### src/rtl/sp_pkg.sv
package sp_pkg;

  typedef enum logic [1:0] {
    MODE_KERNEL = 2'b00,
    MODE_EXEC   = 2'b01,
    MODE_SUPER  = 2'b10,
    MODE_USER   = 2'b11
  } cpuMode_e;

  localparam int CTL_W        = 3;
  localparam int CTL_WIN_HI   = 0;
  localparam int CTL_WIN_LO   = 1;
  localparam int CTL_ENDIAN   = 2;

  // strobes handed from control to datapath each cycle
  typedef struct packed {
    logic winHiAllow;
    logic winLoAllow;
    logic endianFlip;
    logic reqTake;
    logic fillTake;
  } spStrobes_t;

endpackage

### src/rtl/sp_window.sv
module sp_window #(
  parameter int          VA_W    = 43,
  parameter int          PA_W    = 34,
  parameter int          TAG_LO  = 30,
  parameter int unsigned TAG_VAL = 32'h1FFE,
  parameter int          PASS_W  = 30
) (
  input  logic [VA_W-1:0] va,
  output logic            match,
  output logic [PA_W-1:0] mappedPa
);
  localparam int TAG_W = VA_W - TAG_LO;
  localparam logic [TAG_W-1:0] TAG_BITS = TAG_W'(TAG_VAL);

  assign match = (va[VA_W-1:TAG_LO] == TAG_BITS);

  generate
    if (PASS_W < PA_W) begin : g_zeroHigh
      assign mappedPa = {{(PA_W-PASS_W){1'b0}}, va[PASS_W-1:0]};
    end else begin : g_full
      assign mappedPa = va[PA_W-1:0];
    end
    if (PASS_W < TAG_LO) begin : g_ignored
      logic unusedIgnored;
      assign unusedIgnored = ^va[TAG_LO-1:PASS_W];
    end
  endgenerate
endmodule

### src/rtl/sp_ctrl.sv
module sp_ctrl
  import sp_pkg::*;
(
  input  logic             clk,
  input  logic             rstN,
  input  logic             ctlWrEn,
  input  logic [CTL_W-1:0] ctlWrData,
  input  logic             reqValid,
  input  logic [1:0]       reqMode,
  input  logic             fillValid,
  output spStrobes_t       strobes
);
  logic [CTL_W-1:0] ctlReg;
  logic             isKernel;

  always_ff @(posedge clk) begin
    if (!rstN)        ctlReg <= '0;
    else if (ctlWrEn) ctlReg <= ctlWrData;
  end

  assign isKernel = (cpuMode_e'(reqMode) == MODE_KERNEL);

  always_comb begin
    strobes            = '0;
    strobes.winHiAllow = ctlReg[CTL_WIN_HI] & isKernel;
    strobes.winLoAllow = ctlReg[CTL_WIN_LO] & isKernel;
    strobes.endianFlip = ctlReg[CTL_ENDIAN];
    strobes.reqTake    = reqValid;
    strobes.fillTake   = fillValid;
  end


  ctl_hold_chk: assert property (@(posedge clk) disable iff (!rstN)
    !ctlWrEn |=> $stable(ctlReg));

  ctl_load_chk: assert property (@(posedge clk) disable iff (!rstN)
    ctlWrEn |=> ctlReg == $past(ctlWrData));
endmodule

### src/rtl/sp_datapath.sv
module sp_datapath
  import sp_pkg::*;
#(
  parameter int          VA_W       = 43,
  parameter int          PA_W       = 34,
  parameter int          HI_TAG_LO  = 30,
  parameter int unsigned HI_TAG_VAL = 32'h1FFE,
  parameter int          HI_PASS_W  = 30,
  parameter int          LO_TAG_LO  = 41,
  parameter int unsigned LO_TAG_VAL = 32'h2,
  parameter int          ENDIAN_BIT = 2
) (
  input  logic            clk,
  input  logic            rstN,
  input  spStrobes_t      strobes,
  input  logic [VA_W-1:0] reqVa,
  input  logic [PA_W-1:0] fillPa,
  output logic            paValid,
  output logic [PA_W-1:0] pa,
  output logic            superpageHit,
  output logic            needTlb,
  output logic            fillOutValid,
  output logic [PA_W-1:0] fillOutPa
);
  localparam logic [PA_W-1:0] FLIP_MASK = PA_W'(1) << ENDIAN_BIT;

  logic            hiMatch, loMatch, hiHit, loHit, anyHit;
  logic [PA_W-1:0] hiPa, loPa, selPa, flipMask;

  sp_window #(
    .VA_W(VA_W), .PA_W(PA_W), .TAG_LO(HI_TAG_LO),
    .TAG_VAL(HI_TAG_VAL), .PASS_W(HI_PASS_W)
  ) u_winHi (.va(reqVa), .match(hiMatch), .mappedPa(hiPa));

  sp_window #(
    .VA_W(VA_W), .PA_W(PA_W), .TAG_LO(LO_TAG_LO),
    .TAG_VAL(LO_TAG_VAL), .PASS_W(PA_W)
  ) u_winLo (.va(reqVa), .match(loMatch), .mappedPa(loPa));

  assign hiHit    = strobes.winHiAllow & hiMatch;
  assign loHit    = strobes.winLoAllow & loMatch;
  assign anyHit   = hiHit | loHit;
  assign selPa    = hiHit ? hiPa : loPa;
  assign flipMask = strobes.endianFlip ? FLIP_MASK : '0;

  always_ff @(posedge clk) begin
    if (!rstN) begin
      paValid      <= 1'b0;
      pa           <= '0;
      superpageHit <= 1'b0;
      needTlb      <= 1'b0;
      fillOutValid <= 1'b0;
      fillOutPa    <= '0;
    end else begin
      paValid      <= strobes.reqTake;
      superpageHit <= strobes.reqTake & anyHit;
      needTlb      <= strobes.reqTake & ~anyHit;
      pa           <= (strobes.reqTake && anyHit) ? (selPa ^ flipMask) : '0;
      fillOutValid <= strobes.fillTake;
      fillOutPa    <= strobes.fillTake ? (fillPa ^ flipMask) : '0;
    end
  end


  hit_xor_need_chk: assert property (@(posedge clk) disable iff (!rstN)
    paValid |-> (superpageHit ^ needTlb));

  idle_quiet_chk: assert property (@(posedge clk) disable iff (!rstN)
    !paValid |-> (!superpageHit && !needTlb));

  miss_pa_zero_chk: assert property (@(posedge clk) disable iff (!rstN)
    needTlb |-> (pa == '0));
endmodule

### src/rtl/dstream_superpage_mapper.sv
module dstream_superpage_mapper
  import sp_pkg::*;
#(
  parameter int VA_W       = 43,
  parameter int PA_W       = 34,
  parameter int HI_TAG_LO  = 30,
  parameter int LO_TAG_LO  = 41,
  parameter int ENDIAN_BIT = 2
) (
  input  logic             clk,
  input  logic             rstN,
  input  logic             ctlWrEn,
  input  logic [CTL_W-1:0] ctlWrData,
  input  logic             reqValid,
  input  logic [VA_W-1:0]  reqVa,
  input  logic [1:0]       reqMode,
  input  logic             fillValid,
  input  logic [PA_W-1:0]  fillPa,
  output logic             paValid,
  output logic [PA_W-1:0]  pa,
  output logic             superpageHit,
  output logic             needTlb,
  output logic             fillOutValid,
  output logic [PA_W-1:0]  fillOutPa
);
  localparam logic [PA_W-1:0] KEEP_MASK = ~(PA_W'(1) << ENDIAN_BIT);

  spStrobes_t strobes;

  sp_ctrl u_ctrl (
    .clk(clk), .rstN(rstN), .ctlWrEn(ctlWrEn), .ctlWrData(ctlWrData),
    .reqValid(reqValid), .reqMode(reqMode), .fillValid(fillValid),
    .strobes(strobes)
  );

  sp_datapath #(
    .VA_W(VA_W), .PA_W(PA_W), .HI_TAG_LO(HI_TAG_LO), .HI_TAG_VAL(32'h1FFE),
    .HI_PASS_W(HI_TAG_LO), .LO_TAG_LO(LO_TAG_LO), .LO_TAG_VAL(32'h2),
    .ENDIAN_BIT(ENDIAN_BIT)
  ) u_dp (
    .clk(clk), .rstN(rstN), .strobes(strobes), .reqVa(reqVa), .fillPa(fillPa),
    .paValid(paValid), .pa(pa), .superpageHit(superpageHit), .needTlb(needTlb),
    .fillOutValid(fillOutValid), .fillOutPa(fillOutPa)
  );


  req_latency_chk: assert property (@(posedge clk) disable iff (!rstN)
    reqValid |=> paValid);

  req_idle_chk: assert property (@(posedge clk) disable iff (!rstN)
    !reqValid |=> !paValid);

  kernel_only_chk: assert property (@(posedge clk) disable iff (!rstN)
    (reqValid && reqMode != 2'b00) |=> !superpageHit);

  hi_window_upper_chk: assert property (@(posedge clk) disable iff (!rstN)
    (reqValid && reqVa[VA_W-1:HI_TAG_LO] == 13'h1FFE) |=>
      (pa[PA_W-1:HI_TAG_LO] == '0));

  fill_passthru_chk: assert property (@(posedge clk) disable iff (!rstN)
    fillValid |=> (fillOutValid && ((fillOutPa ^ $past(fillPa)) & KEEP_MASK) == '0));
endmodule

### config.mk
export PLATFORM = sky130hd
export DESIGN_NAME = dstream_superpage_mapper
export DESIGN_NICKNAME = d
export VERILOG_FILES = /design/src/rtl/sp_pkg.sv /design/src/rtl/sp_window.sv /design/src/rtl/sp_ctrl.sv /design/src/rtl/sp_datapath.sv /design/src/rtl/dstream_superpage_mapper.sv
export SDC_FILE = /design/constraint.sdc
export NUM_CORES = 1
export LEC_CHECK = 0
export ABC_AREA = 0
export BUFFER_PORTS_ARGS = -buffer_cell sky130_fd_sc_hd__buf_2
export CAP_MARGIN = 20
export CORE_ASPECT_RATIO = 0.7
export CORE_UTILIZATION = 36
export CTS_CLUSTER_SIZE = 12
export DETAILED_ROUTE_END_ITERATION = 10
export PLACE_DENSITY = 0.78
export SYNTH_ARGS = -nofsm -noshare
export SYNTH_HDL_FRONTEND = slang
export SYNTH_SLANG_ARGS = --single-unit
### constraint.sdc
create_clock -name clk -period 1.4 [get_ports clk]
set_input_delay 0.21 -clock clk [delete_from_list [all_inputs] [get_ports clk]]
set_output_delay 0.21 -clock clk [all_outputs]
set_load 0.02 [all_outputs]
==> impl_results.md <==
- Core ar.: 0.00622 mm2
- Area share of the largest cell type after synthesis: 64.9%
- Post-synthesis sequential area ratio: 64.9%
- CP required: 1.66 ns
- H-tree depth: 3
- DRT iter0 DRCs: 55
- # Post-CTS Setup Buffers: 0
- Slowest cell on crit path: or4_4
- Max FO, Critical Path: 8
- Flop pwr share: 49.7%
- Clock slew at reported path FFs: 0.07 ns
- CP peak stage delay: 0.44 ns
- Max cap viols: 0
- CTS tree: yes
- DRT Pass-1 Iters: 7
- Die width: 97.8 um
- Clock period minus worst slack: 1.37 ns
- Synth Instances: 214
- Via/cell ratio: 4.66
- Leak: 0.00185 uW
- DR WL/cell: 13.1 um
- CTS buffer count: 9
- GP Congestion: 0.685
- Failing checks: DRC
- First-pass GRT wire length: 8980 um
- Most common cell in the netlist: dfxtp_1
- Via Count: 2,140
- Finish-stage setup viols: 0
- Initial antenna violation count: 0
- Root Driver: clkbuf_8
- Post-synth ARST share: 0%
- Cell Int Power: 3460 uW
- Clk Latency, worst-skew pair: 0.33 ns
- Nets: 463
- Final hold violations: 0
- Max-slew violation count: 0
- Max_slew headroom: 68.0%
- IO Pins: 159
- Crit. End Element: flip-flop
- Largest net degree at the start of global routing: 38
- CP Cell Sequence: nand4_1 -> or4_4 -> buf_8 -> buf_12 -> a21oi_1
- Peak VDD IR: 615 uV
- Die span in y: 69.1 um
- Post-layout worst setup margin: 0.0319 ns
- Tot GR Track Use: 16.9%
- Cell variety after synth: 23
- Status: complete, but fails checks
- Max Clk Rate: 731 MHz
- Core Util, Final: 57.7%
- Vias in the first global route: 1,951
- Worst hold path class: primary input to flip-flop
- P_sw: 954 uW
- Antenna Nets Post-Route: 0
- Remaining DRCs: 20
- Final WL: 6020 um
- Share of cells above drive strength 1: 55.1%
- Worst Setup Path Type: flip-flop to flip-flop
- Combinational share of power: 8.3%
- RSZ-0062 raised after global routing: true
- Synth Register Bits: 75
- Nature of the critical path startpoint: flip-flop
- Ys flop type: dfxtp_1
- GRT overflow: 0
- PD cells: 1230 mW/mm2
- Tcrit/Tclk final: 97.7%
- Min Hold Slack: 0.0946 ns
- Die Area: 0.00676 mm2
- Synthesized Nets: 301
- Clk sinks: 75
- I/O Buffers: 158
- Sw frac: 21.6%
- Rows: 24
- Area Overhead vs Synth: 55.1%
- Mapped cell area: 0.00231 mm2
- Portion of total power attributed to the clock network: 42.0%
- Top cells by count, synth: dfxtp_1, and3_1, a21oi_1, nand3_1, clkbuf_1
- Starting density of the core: 37.2%
- Ant. Diodes: 0
- Setup Skew: 0.00719 ns
- Area leader, netlist: dfxtp_1
- Place WS: -0.0948 ns
- Max Root-Sink Buffers: 2
- Mean post-synth cell area: 10.8 um2
- Top cells by area, synth: dfxtp_1, and3_1, a21oi_1, nand3_1, a211oi_2
- EDFF count, synth: 0
- Worst slew pin tran: 0.480 ns
- DP HPWL: 4140 um
- WP data arrival: 1.63 ns
- Ys Warns: 0
==> kinds of logic after synthesis <==
logic type / after synthesis / share of synthesized area, %
DFF: 75 / 64.9
muxes: 3 / 1.30
xor gates and xnor gates: 2 / 0.757
buffers and inverters: 24 / 4.32
and+or+nand+nor: 78 / 19.9
AOI/OAI and AO/OA: 32 / 8.81
==> critical path: cells and delay by family (launching register included) <==
| kind | cells | cell delay (ns) |
|---|---|---|
| flops | 1 | 0.33 |
| buf+inv | 2 | 0.31 |
| compound gates | 1 | 0.15 |
| simple gates | 2 | 0.51 |
==> power groups by stage <==
stage,registers [uW],clock network (uW),logic (uW)
after floorplan,2310,0,102
after global placement,2250,0,353
after detailed placement,2250,0,361
after CTS,2200,1900,362
after global routing,2200,1990,396
final,2200,1850,365
==> repair_timing <==
action                                  4_1_cts  5_1_grt
gates resized for setup                       4       19
endpoints found under the setup margin       30       30
pin swaps                                     1        7
cloned                                        1        3
hold buffers                                  0        0
==> per-layer routing <==
metal  GRT usage, %  vias up  wire (um)
met5              0        -          0
met4           8.59        0        117
met3           6.19       13        468
met2           26.4       97       2790
met1           20.6      967       2640
li1               -     1063          -
==> path summary, 6_finish.rpt <==
kind	from	to	slack, ns	cells after the start
hold / removal	reqVa[5]	u_dp.pa[5]	0.09	3
hold reg to reg	u_ctrl.ctlReg[0]	u_ctrl.ctlReg[0]	0.53	2
setup / recovery	u_ctrl.ctlReg[0]	u_dp.pa[4]	0.03	5
setup reg to reg	u_ctrl.ctlReg[0]	u_dp.pa[4]	0.03	5
==> flip-flops by register name, summed over array words and instances (netlist names) <==
| name | flops |
|---|---|
| u_ctrl.ctlReg | 3 |
| u_dp.fillOutPa | 34 |
| u_dp.fillOutValid | 1 |
| u_dp.needTlb | 1 |
| u_dp.pa | 34 |
| u_dp.paValid | 1 |
| u_dp.superpageHit | 1 |
==> cell type report <==
class / count / area, um2
timing repair buffer: 170 / 950
tap: 78 / 97.6
fill: 553 / 2630
clock buffer: 13 / 159
clock inverter: 3 / 68.8
inverter: 5 / 18.8
multi-input combinational: 115 / 793
sequential: 75 / 1500
==> metrics by stage <==
step / std cells / area (um2) / setup TNS, ns / total power [uW]
2_1_floorplan: 214 / 2320 / 0 / 2410
3_3_place_gp: 439 / 3210 / -1.10 / 2600
3_5_place_dp: 439 / 3210 / -1.85 / 2610
4_1_cts: 456 / 3450 / -0.993 / 4460
5_1_grt: 459 / 3590 / -0.447 / 4590
6_report: 459 / 3590 / 0 / 4420
==> cell usage in the layout, fill, tap and decap left out, types with 2 or more instances in the layout <==
| master | n |
|---|---|
| a21oi_2 | 16 |
| nor2b_1 | 5 |
| buf_2 | 159 |
| clkbuf_16 | 2 |
| and2_1 | 4 |
| a21oi_1 | 8 |
| clkbuf_8 | 11 |
| and3_1 | 37 |
| bufinv_16 | 2 |
| clkbuf_1 | 2 |
| nand4_1 | 2 |
| inv_1 | 5 |
| dfxtp_1 | 74 |
| buf_12 | 2 |
| nand2_1 | 2 |
| a211oi_2 | 6 |
| buf_4 | 5 |
| mux2i_1 | 3 |
| nand3_1 | 24 |
Power figures use the tool's default switching activity.
